## src/rtl/rf_pkg.sv

```systemverilog
package rf_pkg;
  localparam int unsigned REG_IDX_W = 3;

  typedef enum logic [1:0] {
    ACC_W16 = 2'd0,
    ACC_LO8 = 2'd1,
    ACC_HI8 = 2'd2,
    ACC_W32 = 2'd3
  } acc_e;

  localparam logic [REG_IDX_W-1:0] IDX_R0 = 3'd0;
  localparam logic [REG_IDX_W-1:0] IDX_R1 = 3'd1;
  localparam logic [REG_IDX_W-1:0] IDX_R2 = 3'd2;
  localparam logic [REG_IDX_W-1:0] IDX_R3 = 3'd3;
  localparam logic [REG_IDX_W-1:0] IDX_A0 = 3'd4;
  localparam logic [REG_IDX_W-1:0] IDX_A1 = 3'd5;

  function automatic logic byte_ok(input logic [REG_IDX_W-1:0] idx);
    return (idx == IDX_R0) || (idx == IDX_R1);
  endfunction

  function automatic logic pair_ok(input logic [REG_IDX_W-1:0] idx);
    return (idx == IDX_R0) || (idx == IDX_R1) || (idx == IDX_A0);
  endfunction

  // upper member of a 32-bit pair named by its lower index
  function automatic logic [REG_IDX_W-1:0] pair_hi(input logic [REG_IDX_W-1:0] idx);
    case (idx)
      IDX_R0:  return IDX_R2;
      IDX_R1:  return IDX_R3;
      default: return IDX_A1;
    endcase
  endfunction
endpackage

```

## src/rtl/rf_wr_decode.sv

```systemverilog
module rf_wr_decode
  import rf_pkg::*;
#(
  parameter int unsigned DATA_W   = 16,
  parameter int unsigned NUM_REGS = 7
) (
  input  logic                                we_i,
  input  logic [REG_IDX_W-1:0]                idx_i,
  input  logic [1:0]                          acc_i,
  input  logic [2*DATA_W-1:0]                 data_i,
  output logic [NUM_REGS-1:0]                 we_lo_o,
  output logic [NUM_REGS-1:0]                 we_hi_o,
  output logic [NUM_REGS-1:0][DATA_W-1:0]     wd_o
);
  localparam int unsigned HALF_W = DATA_W / 2;

  logic idx_valid;
  assign idx_valid = 32'(idx_i) < NUM_REGS;

  for (genvar r = 0; r < NUM_REGS; r++) begin : g_reg
    localparam logic [REG_IDX_W-1:0] MY = REG_IDX_W'(r);
    always_comb begin
      we_lo_o[r] = 1'b0;
      we_hi_o[r] = 1'b0;
      wd_o[r]    = data_i[DATA_W-1:0];
      if (we_i && idx_valid) begin
        unique case (acc_e'(acc_i))
          ACC_W16: if (idx_i == MY) begin
            we_lo_o[r] = 1'b1;
            we_hi_o[r] = 1'b1;
          end
          ACC_LO8: if (idx_i == MY && byte_ok(idx_i)) begin
            we_lo_o[r] = 1'b1;
            wd_o[r]    = {{HALF_W{1'b0}}, data_i[HALF_W-1:0]};
          end
          ACC_HI8: if (idx_i == MY && byte_ok(idx_i)) begin
            we_hi_o[r] = 1'b1;
            wd_o[r]    = {data_i[HALF_W-1:0], {HALF_W{1'b0}}};
          end
          ACC_W32: if (pair_ok(idx_i)) begin
            if (idx_i == MY) begin
              we_lo_o[r] = 1'b1;
              we_hi_o[r] = 1'b1;
            end else if (pair_hi(idx_i) == MY) begin
              we_lo_o[r] = 1'b1;
              we_hi_o[r] = 1'b1;
              wd_o[r]    = data_i[2*DATA_W-1:DATA_W];
            end
          end
          default: ;
        endcase
      end
    end
  end
endmodule

```

## src/rtl/rf_bank_store.sv

```systemverilog
module rf_bank_store
  import rf_pkg::*;
#(
  parameter int unsigned DATA_W    = 16,
  parameter int unsigned NUM_REGS  = 7,
  parameter int unsigned NUM_BANKS = 2,
  localparam int unsigned BANK_W   = (NUM_BANKS > 1) ? $clog2(NUM_BANKS) : 1
) (
  input  logic                                          clk_i,
  input  logic                                          rst_ni,
  input  logic [BANK_W-1:0]                             bank_i,
  input  logic [NUM_REGS-1:0]                           we_lo_i,
  input  logic [NUM_REGS-1:0]                           we_hi_i,
  input  logic [NUM_REGS-1:0][DATA_W-1:0]               wd_i,
  output logic [NUM_BANKS-1:0][NUM_REGS-1:0][DATA_W-1:0] regs_o
);
  localparam int unsigned HALF_W = DATA_W / 2;

  for (genvar b = 0; b < NUM_BANKS; b++) begin : g_bank
    logic sel;
    assign sel = (bank_i == BANK_W'(b));
    for (genvar r = 0; r < NUM_REGS; r++) begin : g_reg
      always_ff @(posedge clk_i or negedge rst_ni) begin
        if (!rst_ni) begin
          regs_o[b][r] <= '0;
        end else if (sel) begin
          if (we_lo_i[r]) regs_o[b][r][HALF_W-1:0]      <= wd_i[r][HALF_W-1:0];
          if (we_hi_i[r]) regs_o[b][r][DATA_W-1:HALF_W] <= wd_i[r][DATA_W-1:HALF_W];
        end
      end
    end
  end
endmodule

```

## src/rtl/rf_rd_port.sv

```systemverilog
module rf_rd_port
  import rf_pkg::*;
#(
  parameter int unsigned DATA_W   = 16,
  parameter int unsigned NUM_REGS = 7
) (
  input  logic [NUM_REGS-1:0][DATA_W-1:0] regs_i,
  input  logic [REG_IDX_W-1:0]            idx_i,
  input  logic [1:0]                      acc_i,
  output logic [2*DATA_W-1:0]             data_o
);
  localparam int unsigned HALF_W = DATA_W / 2;

  logic [DATA_W-1:0] sel_lo;
  logic [DATA_W-1:0] sel_hi;

  always_comb begin
    sel_lo = '0;
    sel_hi = '0;
    for (int r = 0; r < NUM_REGS; r++) begin
      if (idx_i == REG_IDX_W'(r))          sel_lo = regs_i[r];
      if (pair_hi(idx_i) == REG_IDX_W'(r)) sel_hi = regs_i[r];
    end
  end

  always_comb begin
    data_o = '0;
    unique case (acc_e'(acc_i))
      ACC_W16: data_o = {{DATA_W{1'b0}}, sel_lo};
      ACC_LO8: if (byte_ok(idx_i)) data_o = {{(2*DATA_W-HALF_W){1'b0}}, sel_lo[HALF_W-1:0]};
      ACC_HI8: if (byte_ok(idx_i)) data_o = {{(2*DATA_W-HALF_W){1'b0}}, sel_lo[DATA_W-1:HALF_W]};
      ACC_W32: if (pair_ok(idx_i)) data_o = {sel_hi, sel_lo};
      default: data_o = '0;
    endcase
  end
endmodule

```

## src/rtl/dual_bank_regfile.sv

```systemverilog
module dual_bank_regfile
  import rf_pkg::*;
#(
  parameter int unsigned DATA_W    = 16,
  parameter int unsigned NUM_REGS  = 7,
  parameter int unsigned NUM_BANKS = 2,
  localparam int unsigned BANK_W   = (NUM_BANKS > 1) ? $clog2(NUM_BANKS) : 1
) (
  input  logic                   clk_i,
  input  logic                   rst_ni,
  input  logic [BANK_W-1:0]      bank_i,
  input  logic                   we_i,
  input  logic [REG_IDX_W-1:0]   waddr_i,
  input  logic [1:0]             wacc_i,
  input  logic [2*DATA_W-1:0]    wdata_i,
  input  logic [REG_IDX_W-1:0]   raddr_a_i,
  input  logic [1:0]             racc_a_i,
  output logic [2*DATA_W-1:0]    rdata_a_o,
  input  logic [REG_IDX_W-1:0]   raddr_b_i,
  input  logic [1:0]             racc_b_i,
  output logic [2*DATA_W-1:0]    rdata_b_o
);
  logic [NUM_REGS-1:0]                            we_lo;
  logic [NUM_REGS-1:0]                            we_hi;
  logic [NUM_REGS-1:0][DATA_W-1:0]                wd;
  logic [NUM_BANKS-1:0][NUM_REGS-1:0][DATA_W-1:0] regs;
  logic [NUM_REGS-1:0][DATA_W-1:0]                cur_regs;

  rf_wr_decode #(.DATA_W(DATA_W), .NUM_REGS(NUM_REGS)) u_wr_decode (
    .we_i    (we_i),
    .idx_i   (waddr_i),
    .acc_i   (wacc_i),
    .data_i  (wdata_i),
    .we_lo_o (we_lo),
    .we_hi_o (we_hi),
    .wd_o    (wd)
  );

  rf_bank_store #(.DATA_W(DATA_W), .NUM_REGS(NUM_REGS), .NUM_BANKS(NUM_BANKS)) u_store (
    .clk_i   (clk_i),
    .rst_ni  (rst_ni),
    .bank_i  (bank_i),
    .we_lo_i (we_lo),
    .we_hi_i (we_hi),
    .wd_i    (wd),
    .regs_o  (regs)
  );

  always_comb begin
    cur_regs = regs[0];
    for (int b = 0; b < NUM_BANKS; b++)
      if (bank_i == BANK_W'(b)) cur_regs = regs[b];
  end

  rf_rd_port #(.DATA_W(DATA_W), .NUM_REGS(NUM_REGS)) u_rd_a (
    .regs_i (cur_regs),
    .idx_i  (raddr_a_i),
    .acc_i  (racc_a_i),
    .data_o (rdata_a_o)
  );

  rf_rd_port #(.DATA_W(DATA_W), .NUM_REGS(NUM_REGS)) u_rd_b (
    .regs_i (cur_regs),
    .idx_i  (raddr_b_i),
    .acc_i  (racc_b_i),
    .data_o (rdata_b_o)
  );
endmodule

```

## config.mk

```make
export PLATFORM = sky130hd
export DESIGN_NAME = dual_bank_regfile
export DESIGN_NICKNAME = d
export VERILOG_FILES = /design/src/rtl/rf_pkg.sv /design/src/rtl/rf_wr_decode.sv /design/src/rtl/rf_bank_store.sv /design/src/rtl/rf_rd_port.sv /design/src/rtl/dual_bank_regfile.sv
export SDC_FILE = /design/constraint.sdc
export NUM_CORES = 1
export LEC_CHECK = 0
export ABC_AREA = 0
export BUFFER_PORTS_ARGS = -buffer_cell sky130_fd_sc_hd__buf_2
export CORE_ASPECT_RATIO = 1.1
export CORE_UTILIZATION = 30
export DETAILED_ROUTE_END_ITERATION = 6
export GPL_ROUTABILITY_DRIVEN = 0
export PLACE_DENSITY = 0.43
export SYNTH_ARGS = -nofsm -noshare
export SYNTH_HDL_FRONTEND = slang
export SYNTH_SLANG_ARGS = --single-unit
```

## constraint.sdc

```tcl
create_clock -name clk_i -period 3.9 [get_ports clk_i]
set_clock_uncertainty 0.1 [all_clocks]
set_input_delay 0.78 -clock clk_i [delete_from_list [all_inputs] [get_ports clk_i]]
set_output_delay 0.78 -clock clk_i [all_outputs]
set_load 0.05 [all_outputs]
```

Word level (Yosys, flattened, before mapping)
Index checks and enable logic that the tools add are counted.
{"block": "totals", "ff_bits": 224, "input_bits": 51}
{"block": "op_classes", "n_lt_le_gt_ge": 1, "eq_ne": 45, "muxes": 182, "n_bitwise": 1, "reduce_logical": 51}
{"cell": "$mux 16", "n": 70}
{"cell": "$pmux 16 s3", "n": 7}
{"cell": "$pmux 32 s4", "n": 2}
{"cell": "$mux 112", "n": 1}
{"cell": "$mux 3", "n": 30}
{"cell": "$mux 32", "n": 2}
{"cell": "$reduce_and 2->1", "n": 28}
{"cell": "$eq 3x3->1 const B", "n": 18}
{"cell": "$mux 1", "n": 49}
{"cell": "$pmux 1 s3", "n": 14}
{"cell": "$eq 3x2->1 const B", "n": 12}
{"cell": "$mux 8", "n": 4}
{"cell": "$eq 3x1->1 const B", "n": 6}
{"cell": "$logic_not 3->1", "n": 6}
{"cell": "$pmux 3 s2", "n": 3}
{"cell": "$eq 2x2->1 const B", "n": 6}
{"cell": "$logic_and 1x1->1", "n": 8}
{"cell": "$eq 2x1->1 const B", "n": 3}
{"cell": "$logic_not 2->1", "n": 3}
{"cell": "$logic_or 1x1->1", "n": 6}
{"cell": "$lt 3x3->1 const B", "n": 1}
{"cell": "$not 1->1", "n": 1}

Depth between registers and ports, before layout
{"block": "logic_depth", "ltp_word": 13, "depth_mapped": 9, "mapped_depth_nobuf": 7}

Modules after synthesis
Synthesis repeated with hierarchy kept, for this count alone.
{"block": "unflattened", "cells_unflattened": 1334, "hier_area_um2": 15208.3}
{"module": "rf_bank_store", "n_inst": 1, "cells_each": 493, "area_each_um2": 8847.2, "seq_area_each_um2": 5605.4}
{"module": "rf_rd_port", "n_inst": 2, "cells_each": 240, "area_each_um2": 1626.6, "seq_area_each_um2": 0.0}
{"module": "rf_wr_decode", "n_inst": 1, "cells_each": 237, "area_each_um2": 1734.2, "seq_area_each_um2": 0.0}
{"module": "dual_bank_regfile", "n_inst": 1, "cells_each": 124, "area_each_um2": 1373.8, "seq_area_each_um2": 0.0}

Worst setup path after synthesis
No wires, ideal clock.
{"block": "synth_timing", "path_kind": "input port to output port", "start": "input port raddr_b_i[0]", "end": "output port rdata_b_o[11]", "t_arrival_ns": 3.024, "setup_slack_ns": -0.004, "path_stages": 6, "n_path_buf": 2, "path_cell_list": "buf_2 -> or3b_2 -> clkbuf_1 -> o22ai_1 -> nor2_1 -> a221oi_1"}
{"block": "synth_between", "elab_chain_cells": 10, "word_cells_on_any_way": 18, "cone_classes": "eq/ne: 6; mux: 9; reduce/logical: 3"}
{"element": "start, declared", "line": "dual_bank_regfile.sv:19", "source": "input logic [REG_IDX_W-1:0] raddr_b_i,"}
{"element": "$logic_not 3->1", "line": "rf_pkg.sv:23, rf_rd_port.sv:21"}
{"element": "$mux 16 (7 in series)", "line": "rf_rd_port.sv:21", "source": "if (idx_i == REG_IDX_W'(r)) sel_lo = regs_i[r];"}
{"element": "$mux 32", "line": "rf_rd_port.sv:32", "source": "ACC_W32: if (pair_ok(idx_i)) data_o = {sel_hi, sel_lo};"}
{"element": "$pmux 32 s4 *", "line": "rf_rd_port.sv:28", "source": "unique case (acc_e'(acc_i))"}
{"element": "end, declared", "line": "dual_bank_regfile.sv:21", "source": "output logic [2*DATA_W-1:0] rdata_b_o"}
Mark *: on every way between the ends. The rest lies on a longest branch, timed or not.

Worst setup path after layout
{"block": "layout_timing", "start": "input port raddr_b_i[1]", "end": "output port rdata_b_o[2]"}
{"block": "layout_between", "elab_chain_cells": 10, "word_cells_on_any_way": 20, "cone_classes": "eq/ne: 6; mux: 11; reduce/logical: 3"}
{"element": "$logic_not 3->1", "line": "rf_pkg.sv:19, rf_pkg.sv:23, rf_rd_port.sv:21"}
{"element": "$mux 16 (7 in series)", "line": "rf_rd_port.sv:21"}
{"element": "$mux 32 (tied with other cells)", "line": "rf_rd_port.sv:32"}
{"element": "$pmux 32 s4 *", "line": "rf_rd_port.sv:28"}
Marked as above.

==> metrics.txt <==
Final #Nets 1,634; FMAX 253 MHz; Synth Area per Inst 10.2 sq um; prevailing post-synth register cell dfrtp_1; Switch Pwr 3.03 mW; synth unique cells between 60 and 70; Worst-Skew Late Latency 560 ps; slowest stage delay, CP around 670 ps; vias in the first global route approximately 12,000; cells after synthesis 1,452; syn_nets 1,508; CTS Buf Count 26; Die W 213 um; clock transition at the registers of the reported paths 70 ps; sequential share of the synthesized area 0.380; FF-to-FF Start u_store.regs_o[134]; Routed Antenna Nets 0; DRC violations left 0; first-pass GRT wire length 88.0 mm; via count between 10,000 and 15,000; Leakage 7.51 nW; initial core utilization 0.306; Avg WL per Cell ~27 um; sw frac 0.359; sequential share of power 0.404; unrepaired setup endpoints after global routing no; Crit. End Element output port; num rows 84; VDD IR-drop max 0.000228 V; count of clock tree sinks 224; number of port buffers about 110; Final Max Tran Viols 0; H-tree depth 1; CTS max path bufs 3; WL final 60.6 mm; dpl ws 109 ps; Tmin final roughly 4000 ps; top cells by area, synth dfrtp_1 (38%), mux2_2 (9.9%), mux4_2 (8.6%); setup bufs post-CTS 0; P_int about 5.4 mW; Post-synth EDFFs 0; post-synth top area cell dfrtp_1; Synth async-reset ratio 1.00; Cell Pwr Density 491 nW/um^2; Worst slew margin 0.442; die area 50,000 sq um; cts-stage hold buffer count 0; vias per cell 5.67; Yosys reg bits ~220; IO Pins 115; worst setup margin -50.6 ps; non-filler cells, final around 2,200; CP required 3020 ps; layout cells sized above 1 0.314; most used cell along the critical path buf_4; Pre-antenna DRT Iters 5; Util after Layout 0.358; initial antenna violation count 4; area delta synth->final 16.8%; Worst Path Max Fanout 13; root buffer cell clkbuf_16; Die Y 235 um; max reg flops 224; GRT overflow 0; CTS tree built; biggest regs u_store.regs_o: 224 flops; final setup violating endpoints 1; Fin. Hold Viols 0; GRT Util Overall 0.244; largest net degree at the start of global routing 81; number of max-cap violations 0; core region area about 48,000 sq um; top register by number of flip-flops u_store.regs_o; Ant. Diodes 0; Clk pwr share 0.315; CP arrival just over 3000 ps; status complete, but fails checks; Reg2Reg Capture Point u_store.regs_o[134]; Yosys top cell area share 0.380; Setup CP Type primary input to output port; final worst-path cycle share 1.01; Synth Cell Area 14,700 sq um; failing checks setup timing; r2r setup slk a little under 3000 ps; R2R depth 1; startpoint types primary input; Combinational Power Share 0.281; worst min-delay path class primary input to async pin; Critical Path Slowest Stage Cell o21ai_0; placed instance count 2,195; yosys warns 0; CP Cell Sequence buf_2 -> buf_4 -> nand2_1 -> buf_4 -> o21ai_0 -> o221ai_1 -> buf_12; dpl hpwl 46.7 mm; actual transition at the worst max-transition pin 829 ps; Initial DRC Count 1,134; post_cts resized 0
worst max path at each step:
stage / start / endpoint / slack, ps / depth (start not counted)
6_report: raddr_b_i[1] / rdata_b_o[2] / -50 / 7
5_1_grt: raddr_b_i[1] / rdata_b_o[2] / 50 / 7
4_1_cts: raddr_b_i[1] / rdata_b_o[2] / 100 / 7
3_5_place_dp: raddr_b_i[1] / rdata_b_o[2] / 110 / 7
3_3_place_gp: raddr_b_i[1] / rdata_b_o[2] / 60 / 7
2_1_floorplan: bank_i / rdata_a_o[2] / 130 / 8
Yosys cell counts (5+ instances only):
library cell	number
dfrtp_1	224
nor2_1	200
a21oi_1	166
mux2_2	130
mux2i_1	81
nand2_1	77
o21ai_0	60
mux4_2	56
a22oi_1	54
a211oi_1	42
buf_2	41
nor2b_1	28
o22ai_1	25
clkbuf_1	24
and2_1	18
buf_4	17
o221ai_1	17
buf_6	15
nand2b_1	15
nor2_4	15
nor3_1	13
a22oi_2	10
and2_4	10
o211ai_1	8
inv_1	7
o21ai_1	6
or2_2	6
ha_1	5
nor2_2	5
power by group through the flow:
stage / registers [mW] / clock network [mW] / logic, mW
floorplan: 3.13 / 0 / 1.65
global placement: 3.42 / 0 / 2.32
detailed placement: 3.43 / 0 / 2.35
CTS: 3.39 / 2.72 / 2.36
global route: 3.47 / 2.79 / 2.56
finish: 3.42 / 2.66 / 2.37
cell families (layout without fill, tap and decap cells):
group / Yosys count / in the layout / synth area share
adder cells (fa/ha/maj): 5 / 5 / 0.00424
flip-flops: 224 / 224 / 0.380
AND/OR/NAND/NOR: 422 / 422 / 0.147
multiplexers: 267 / 267 / 0.240
buffers and inverters: 111 / 257 / 0.0459
AO/OA/AOI/OAI: 423 / 423 / 0.182
metrics by stage:
stage / TNS [ps] / area (sq um) / hold slack, ps / power, mW
CTS: 0 / 17200 / 155 / 8.47
global placement: 0 / 16300 / 383 / 5.74
detailed placement: 0 / 16300 / 388 / 5.77
finish: -50.6 / 17200 / 149 / 8.46
floorplan: 0 / 14800 / 361 / 4.79
global route: 0 / 17200 / 165 / 8.82
cell type report:
| cell class | instances | area, sq um |
|---|---|---|
| Clock inverter | 10 | 113 |
| Tap cell | 645 | 807 |
| Clock buffer | 38 | 817 |
| Fill cell | 4991 | 30900 |
| Inverter | 9 | 33.8 |
| Timing Repair Buffer | 200 | 1370 |
| Multi-Input combinational cell | 1117 | 8470 |
| Sequential cell | 224 | 5610 |
routing by layer:
layer | track usage | vias up | share of wire
li1 | - | 5657 | -
met1 | 0.362 | 6456 | 0.47
met2 | 0.365 | 506 | 0.43
met3 | 0.0322 | 103 | 0.066
met4 | 0.0804 | 4 | 0.034
met5 | 0 | - | 0.00043
worst max-delay path: cells and delay by family:
| family | cells | cell delay [ps] |
|---|---|---|
| simple gates | 1 | 160 |
| compound gates | 2 | 1060 |
| buf+inv | 4 | 1060 |
layout by cell type, fill, tap and decap left out, drive strengths merged, types with 25 or more instances in the layout:
| master | count |
|---|---|
| clkbuf | 39 |
| a21oi | 168 |
| mux2 | 130 |
| nand2 | 79 |
| a211oi | 42 |
| o22ai | 25 |
| nor2 | 220 |
| buf | 199 |
| dfrtp | 224 |
| nor2b | 28 |
| mux4 | 56 |
| mux2i | 81 |
| and2 | 28 |
| a22oi | 64 |
| o21ai | 66 |
(Power assumes the default switching activity.)
